### src/rtl/cic_pkg.sv
package cic_pkg;
  // Strobes from the control unit to each datapath lane
  typedef struct packed {
    logic sampleEn; // accept one input sample into the integrators
    logic decimEn;  // take this sample into the comb section
    logic outEn;    // compute the corrected output from the comb history
  } cicStrobe_t;
endpackage

### src/rtl/cic_ctrl.sv
module cic_ctrl
  import cic_pkg::*;
#(
  parameter int DECIM     = 5,
  parameter int FILL      = 3,
  parameter int COEF_W    = 18,
  parameter int EPS_RESET = 10486
) (
  input  logic                     clk,
  input  logic                     rstN,
  input  logic                     inValid,
  input  logic                     coefLoad,
  input  logic [COEF_W-1:0]        coefIn,
  output cicStrobe_t               strobe,
  output logic signed [COEF_W-1:0] epsVal,
  output logic                     outValid
);
  localparam int PH_W   = (DECIM > 1) ? $clog2(DECIM) : 1;
  localparam int FILL_W = $clog2(FILL + 2);

  logic [PH_W-1:0]   phase;
  logic              outEnQ;
  logic [FILL_W-1:0] fillCnt;
  logic              filled;
  logic              lastPhase;

  assign lastPhase = (phase == PH_W'(DECIM - 1));
  assign filled    = (fillCnt == FILL_W'(FILL));

  always_comb begin
    strobe.sampleEn = inValid;
    strobe.decimEn  = inValid && lastPhase;
    strobe.outEn    = outEnQ;
  end

  always_ff @(posedge clk or negedge rstN) begin
    if (!rstN) begin
      phase    <= '0;
      outEnQ   <= 1'b0;
      fillCnt  <= '0;
      outValid <= 1'b0;
      epsVal   <= COEF_W'(EPS_RESET);
    end else begin
      if (inValid) phase <= lastPhase ? '0 : phase + PH_W'(1);
      outEnQ   <= strobe.decimEn;
      outValid <= outEnQ && filled;
      if (outEnQ && !filled) fillCnt <= fillCnt + FILL_W'(1);
      if (coefLoad) epsVal <= coefIn;
    end
  end

  // every output pulse traces back to a sample accepted two edges earlier
  p_out_follows_sample_r2: assert property (@(posedge clk) disable iff (!rstN)
    outValid |-> $past(inValid, 2));

  // output strobe is a single-cycle pulse
  p_single_pulse_r2: assert property (@(posedge clk) disable iff (!rstN)
    outValid |=> !outValid);

  // results computed while the history fills are not announced
  p_fill_hold_r3: assert property (@(posedge clk) disable iff (!rstN)
    (outEnQ && !filled) |=> !outValid);

  // coefficient only changes on a load strobe
  p_coef_hold_r9: assert property (@(posedge clk) disable iff (!rstN)
    !coefLoad |=> $stable(epsVal));
endmodule

### src/rtl/cic_lane.sv
module cic_lane
  import cic_pkg::*;
#(
  parameter int IN_W   = 12,
  parameter int ORDER  = 4,
  parameter int ACC_W  = 24,
  parameter int COEF_W = 18,
  parameter int FRAC   = 16,
  parameter int OUT_W  = 45
) (
  input  logic                     clk,
  input  logic                     rstN,
  input  cicStrobe_t               strobe,
  input  logic signed [COEF_W-1:0] epsVal,
  input  logic signed [IN_W-1:0]   din,
  output logic signed [OUT_W-1:0]  dout
);
  logic signed [ACC_W-1:0] integ    [ORDER];
  logic signed [ACC_W-1:0] integNxt [ORDER];
  logic signed [ACC_W-1:0] combIn   [ORDER];
  logic signed [ACC_W-1:0] dly      [ORDER];
  logic signed [ACC_W-1:0] combOut, dinExt;
  logic signed [ACC_W-1:0] cA, cB, cC;  // newest, centre, oldest comb result
  logic signed [OUT_W-1:0] wA, wB, wC, wE, diff, yNext;

  assign dinExt = {{(ACC_W-IN_W){din[IN_W-1]}}, din};

  // Integrator cascade, all stages settle on the same sample (wrapping adds)
  always_comb begin
    logic signed [ACC_W-1:0] acc;
    acc = dinExt;
    for (int k = 0; k < ORDER; k++) begin
      acc         = integ[k] + acc;
      integNxt[k] = acc;
    end
  end

  // Differencing stages at the decimated rate
  always_comb begin
    logic signed [ACC_W-1:0] t;
    t = integNxt[ORDER-1];
    for (int k = 0; k < ORDER; k++) begin
      combIn[k] = t;
      t         = t - dly[k];
    end
    combOut = t;
  end

  // Symmetric droop correction: taps -eps, 1+2eps, -eps
  always_comb begin
    wA    = {{(OUT_W-ACC_W){cA[ACC_W-1]}}, cA};
    wB    = {{(OUT_W-ACC_W){cB[ACC_W-1]}}, cB};
    wC    = {{(OUT_W-ACC_W){cC[ACC_W-1]}}, cC};
    wE    = {{(OUT_W-COEF_W){epsVal[COEF_W-1]}}, epsVal};
    diff  = (wB <<< 1) - wA - wC;
    yNext = (wB <<< FRAC) + diff * wE;
  end

  always_ff @(posedge clk or negedge rstN) begin
    if (!rstN) begin
      for (int k = 0; k < ORDER; k++) begin
        integ[k] <= '0;
        dly[k]   <= '0;
      end
      cA   <= '0;
      cB   <= '0;
      cC   <= '0;
      dout <= '0;
    end else begin
      if (strobe.sampleEn) begin
        for (int k = 0; k < ORDER; k++) integ[k] <= integNxt[k];
      end
      if (strobe.decimEn) begin
        for (int k = 0; k < ORDER; k++) dly[k] <= combIn[k];
        cA <= combOut;
        cB <= cA;
        cC <= cB;
      end
      if (strobe.outEn) dout <= yNext;
    end
  end

  // idle cycles leave the integrator state untouched
  p_idle_hold_r4: assert property (@(posedge clk) disable iff (!rstN)
    !strobe.sampleEn |=> $stable(integ[ORDER-1]));

  // the result only moves when a corrected output is computed
  p_out_hold_r6: assert property (@(posedge clk) disable iff (!rstN)
    !strobe.outEn |=> $stable(dout));
endmodule

### src/rtl/cic_droop_decim.sv
module cic_droop_decim
  import cic_pkg::*;
#(
  parameter  int IN_W   = 12,
  parameter  int DECIM  = 5,
  parameter  int ORDER  = 4,
  parameter  int COEF_W = 18,
  parameter  int FRAC   = 16,
  parameter  int FILL   = 3,
  localparam int ACC_W  = IN_W + ORDER * $clog2(DECIM),
  localparam int OUT_W  = ACC_W + COEF_W + 3
) (
  input  logic              clk,
  input  logic              rstN,
  input  logic              inValid,
  input  logic [IN_W-1:0]   inI,
  input  logic [IN_W-1:0]   inQ,
  input  logic              coefLoad,
  input  logic [COEF_W-1:0] coefIn,
  output logic              outValid,
  output logic [OUT_W-1:0]  outI,
  output logic [OUT_W-1:0]  outQ
);
  // eps = round(ORDER * (1 - 1/DECIM^2) / 24 * 2^FRAC)
  localparam int D2        = DECIM * DECIM;
  localparam int EPS_RESET = (ORDER * (D2 - 1) * (1 << FRAC) + 12 * D2) / (24 * D2);
  localparam int LANES     = 2;

  cicStrobe_t               strobe;
  logic signed [COEF_W-1:0] epsVal;
  logic [IN_W-1:0]          laneIn  [LANES];
  logic [OUT_W-1:0]         laneOut [LANES];

  assign laneIn[0] = inI;
  assign laneIn[1] = inQ;
  assign outI      = laneOut[0];
  assign outQ      = laneOut[1];

  cic_ctrl #(
    .DECIM(DECIM), .FILL(FILL), .COEF_W(COEF_W), .EPS_RESET(EPS_RESET)
  ) u_ctrl (
    .clk(clk), .rstN(rstN), .inValid(inValid), .coefLoad(coefLoad),
    .coefIn(coefIn), .strobe(strobe), .epsVal(epsVal), .outValid(outValid)
  );

  for (genvar g = 0; g < LANES; g++) begin : g_lane
    cic_lane #(
      .IN_W(IN_W), .ORDER(ORDER), .ACC_W(ACC_W), .COEF_W(COEF_W),
      .FRAC(FRAC), .OUT_W(OUT_W)
    ) u_lane (
      .clk(clk), .rstN(rstN), .strobe(strobe), .epsVal(epsVal),
      .din(laneIn[g]), .dout(laneOut[g])
    );
  end
endmodule

### config.mk
export PLATFORM = sky130hd
export DESIGN_NAME = cic_droop_decim
export DESIGN_NICKNAME = d
export VERILOG_FILES = /design/src/rtl/cic_pkg.sv /design/src/rtl/cic_ctrl.sv /design/src/rtl/cic_lane.sv /design/src/rtl/cic_droop_decim.sv
export SDC_FILE = /design/constraint.sdc
export NUM_CORES = 2
export LEC_CHECK = 0
export BUFFER_PORTS_ARGS = -buffer_cell sky130_fd_sc_hd__buf_4
export CAP_MARGIN = 20
export CORE_ASPECT_RATIO = 0.9
export CORE_MARGIN = 2
export CORE_UTILIZATION = 62
export DETAILED_ROUTE_END_ITERATION = 8
export GPL_TIMING_DRIVEN = 1
export PLACE_DENSITY = 0.85
export SLEW_MARGIN = 20
export SYNTH_ARGS = -nofsm -noshare
export SYNTH_HDL_FRONTEND = slang
export SYNTH_HIERARCHICAL = 1
export SYNTH_SLANG_ARGS = --single-unit
### constraint.sdc
create_clock -name clk -period 14.3 [get_ports clk]
set_clock_uncertainty 0.15 [all_clocks]
set_input_delay 1.43 -clock clk [delete_from_list [all_inputs] [get_ports clk]]
set_output_delay 1.43 -clock clk [all_outputs]
set_load 0.05 [all_outputs]
==> metrics.txt <==
Die H=343 µm; Core Footprint=0.127 mm²; Layout area overhead=6.91%; RSZ-0062 raised after global routing=false; Yosys top cell area share=26.7%; CTS resizes=0; CTS root buf=clkbuf_16; cts hold-fix bufs=0; Total Routing Usage GR=28.7%; Warnings, synthesis=6; Worst Path Arrival=13.05 ns; status=complete, no violations; crit path max fanout=6; most numerous cell in the Yosys netlist=inv_1; max frequency=79.2 MHz; Avg WL per Cell=18.0 µm; H-tree levels=3; DRC Markers=0; Layout fillers=9,332; IO Port Bufs=136; top cells by area, synth=fa_1 27%, dfrtp_1 20%, ha_1 11%; endpoint class of the critical path=register; most used cell, CP=ha_1; DR top layer=met4; Final min period=12.63 ns; post-route ant nets=0; Tightest Pin Transition=1.15 ns; TritonCTS Sinks=644; Worst R2R Path Depth=57; Commonest cells post-synth=1,349 x inv_1, 1,058 x fa_1, 1,011 x nand2_1; Req. time, crit path=14.71 ns; Post-DP HPWL=136,000 µm; Worst-Skew Late Latency=0.71 ns; DRT Pass-1 Iters=7; synthesized instance count=8,362; clk buf depth=3; area leader, netlist=fa_1; Synth cell types=108; initial antenna violation count=0; synthesized area=0.0792 mm²; Yosys reg bits=644; Crit Reg-Reg Startpoint=g_lane[0].u_lane/integ[72]; CP Launch Type=primary input; vias in the first global route=62,200; Placer Congestion=0.928; first-pass GRT wire length=309,000 µm; syn_nets=10,200; Top FF cell, synth=dfrtp_1; clock transition at the registers of the reported paths=0.07 ns; Setup TNS=0 ns; chip width=381 µm; FFs w/ async S/R, synth=100%; num ports=137; Slowest-stage cell, CP=fa_1; CP startpoint=inI[0]; Num CTS Buffers=73; reg2reg setup slack=2.11 ns; crit path kind=primary input to register; CP max stage delay=0.41 ns; detailed-route wire length=183,000 µm; sequential area share after synthesis=20.4%; largest net degree at the start of global routing=212; DR vias=59,200; hold crit path type=register to register; full die area=0.131 mm²; post-CTS setup buffers=0; Syn Area/Cell=9.47 µm²; Vias/cell=5.84; Max-Cap Viols=0; row count=124; fin. max-slew vios=0; TritonCTS clock tree=yes; Initial DRC Count=4,544; WL met2=86,400 µm; ratio of cells with drive above 1 in the final layout=9.54%; initial core utilization=62.4%; reg2reg end=g_lane[0].u_lane/cA[23]; Worst Setup EP=g_lane[0].u_lane/cA[23]; Post-synth EDFFs=0; wire length on met3=13,800 µm; GR Overflow Total=0; final setup violating endpoints=0; Slew HR=23.4%; final hold vios=0; Final nets=10,200; Metal-1 WL=77,300 µm; Final period util=88.3%
-- metrics by stage --
step / util, % / instance area (µm²) / setup slack [ns] / hold slack, ns / std cells
after floorplan: - / 79200 / 2.85 / 0.297 / 8362
after global placement: 64.6 / 82000 / 1.66 / 0.310 / 10000
after detailed placement: 64.6 / 82000 / 1.40 / 0.326 / 10000
after CTS: 66.7 / 84700 / 2.05 / 0.337 / 10100
after global routing: 66.7 / 84700 / 0.742 / 0.341 / 10100
final: 66.7 / 84700 / 1.67 / 0.334 / 10100
-- worst min path at each step --
stage / endpoint / slack [ns] / startpoint / depth (start not counted)
2_1_floorplan: g_lane[1].u_lane/integ[95] / 0.30 / g_lane[1].u_lane/integ[95] / 1
3_3_place_gp: u_ctrl/fillCnt[0] / 0.31 / u_ctrl/fillCnt[0] / 1
3_5_place_dp: g_lane[1].u_lane/dly[46] / 0.33 / g_lane[1].u_lane/dly[46] / 2
4_1_cts: g_lane[1].u_lane/integ[95] / 0.34 / g_lane[1].u_lane/integ[95] / 1
5_1_grt: g_lane[1].u_lane/integ[95] / 0.34 / g_lane[1].u_lane/integ[95] / 1
6_report: g_lane[1].u_lane/dly[46] / 0.33 / g_lane[1].u_lane/dly[46] / 2
-- cells by family after synthesis --
kind of cell / count (synthesis) / share of synthesized area, %
mux: 393 / 5.59
compound gates: 1489 / 11.8
xor+xnor: 435 / 4.98
buf+inv: 1625 / 7.77
simple gates: 2026 / 11.8
flops: 644 / 20.4
fa+ha+maj: 1750 / 37.7
-- cell type report --
| class | instances | area [µm²] | share of cell area (%) |
|---|---|---|---|
| multi-input combinational | 6093 | 57000 | 67.3 |
| sequential | 644 | 16100 | 19.1 |
| inverter | 1351 | 5070 | 5.99 |
| clock buffer | 101 | 2140 | 2.53 |
| tap | 1701 | 2130 | 2.51 |
| timing repair buffer | 218 | 1690 | 1.99 |
| clock inverter | 34 | 514 | 0.607 |
| antenna | 1 | 2.50 | 0.00296 |
-- metal layers --
metal / track usage [%] / vias up
met5: 0 / -
met4: 8.49 / 0
met3: 4.88 / 408
met2: 47.9 / 2250
met1: 38.6 / 29500
li1: - / 27100
-- sequential cells by signal, summed over array words and instances (netlist names) --
signal / cells
u_ctrl/fillCnt: 3
g_lane.u_lane/dly: 192
g_lane.u_lane/dout: 90
g_lane.u_lane/cB: 48
g_lane.u_lane/cC: 48
u_ctrl/phase: 3
g_lane.u_lane/integ: 192
u_ctrl/epsVal: 18
u_ctrl/outEnQ: 1
u_ctrl/outValid: 1
g_lane.u_lane/cA: 48
-- cell usage in the layout, fill, tap and decap left out, types with 19 or more instances in the layout --
cell	synthesis	final
ha_1	692	692
o21a_1	78	78
a21o_1	194	194
mux2i_1	26	26
o21ai_1	24	24
and2_1	220	220
a21oi_1	385	384
o211ai_1	26	26
dfrtp_1	636	627
or3_1	21	21
nand2_1	1011	1011
o21ai_0	436	436
a211o_1	19	19
nand2b_1	111	111
a21boi_0	28	28
fa_1	1058	1058
a31oi_1	31	31
nor2_1	271	267
nand4_1	28	28
inv_1	1349	1349
xnor2_1	312	311
o31ai_1	21	21
nor2b_1	81	81
xor2_1	113	110
a211oi_1	34	34
nand3_1	102	102
buf_4	3	212
clkbuf_16	0	75
nor3_1	63	62
and3_1	42	41
o21bai_1	70	70
mux2_2	357	357
-- critical path, delay by kind of cell --
| family | cells | cell delay [ns] |
|---|---|---|
| AOI/OAI and AO/OA | 24 | 4.93 |
| adders and majority gates | 9 | 2.87 |
| and+or+nand+nor | 14 | 1.99 |
| xor gates and xnor gates | 8 | 1.55 |
| buffers and inverters | 2 | 0.14 |
| muxes | 1 | 0.09 |
Power is left out: the tool's default activity adds up to more than one toggle a clock period on the data nets, which glitch-free logic cannot reach.
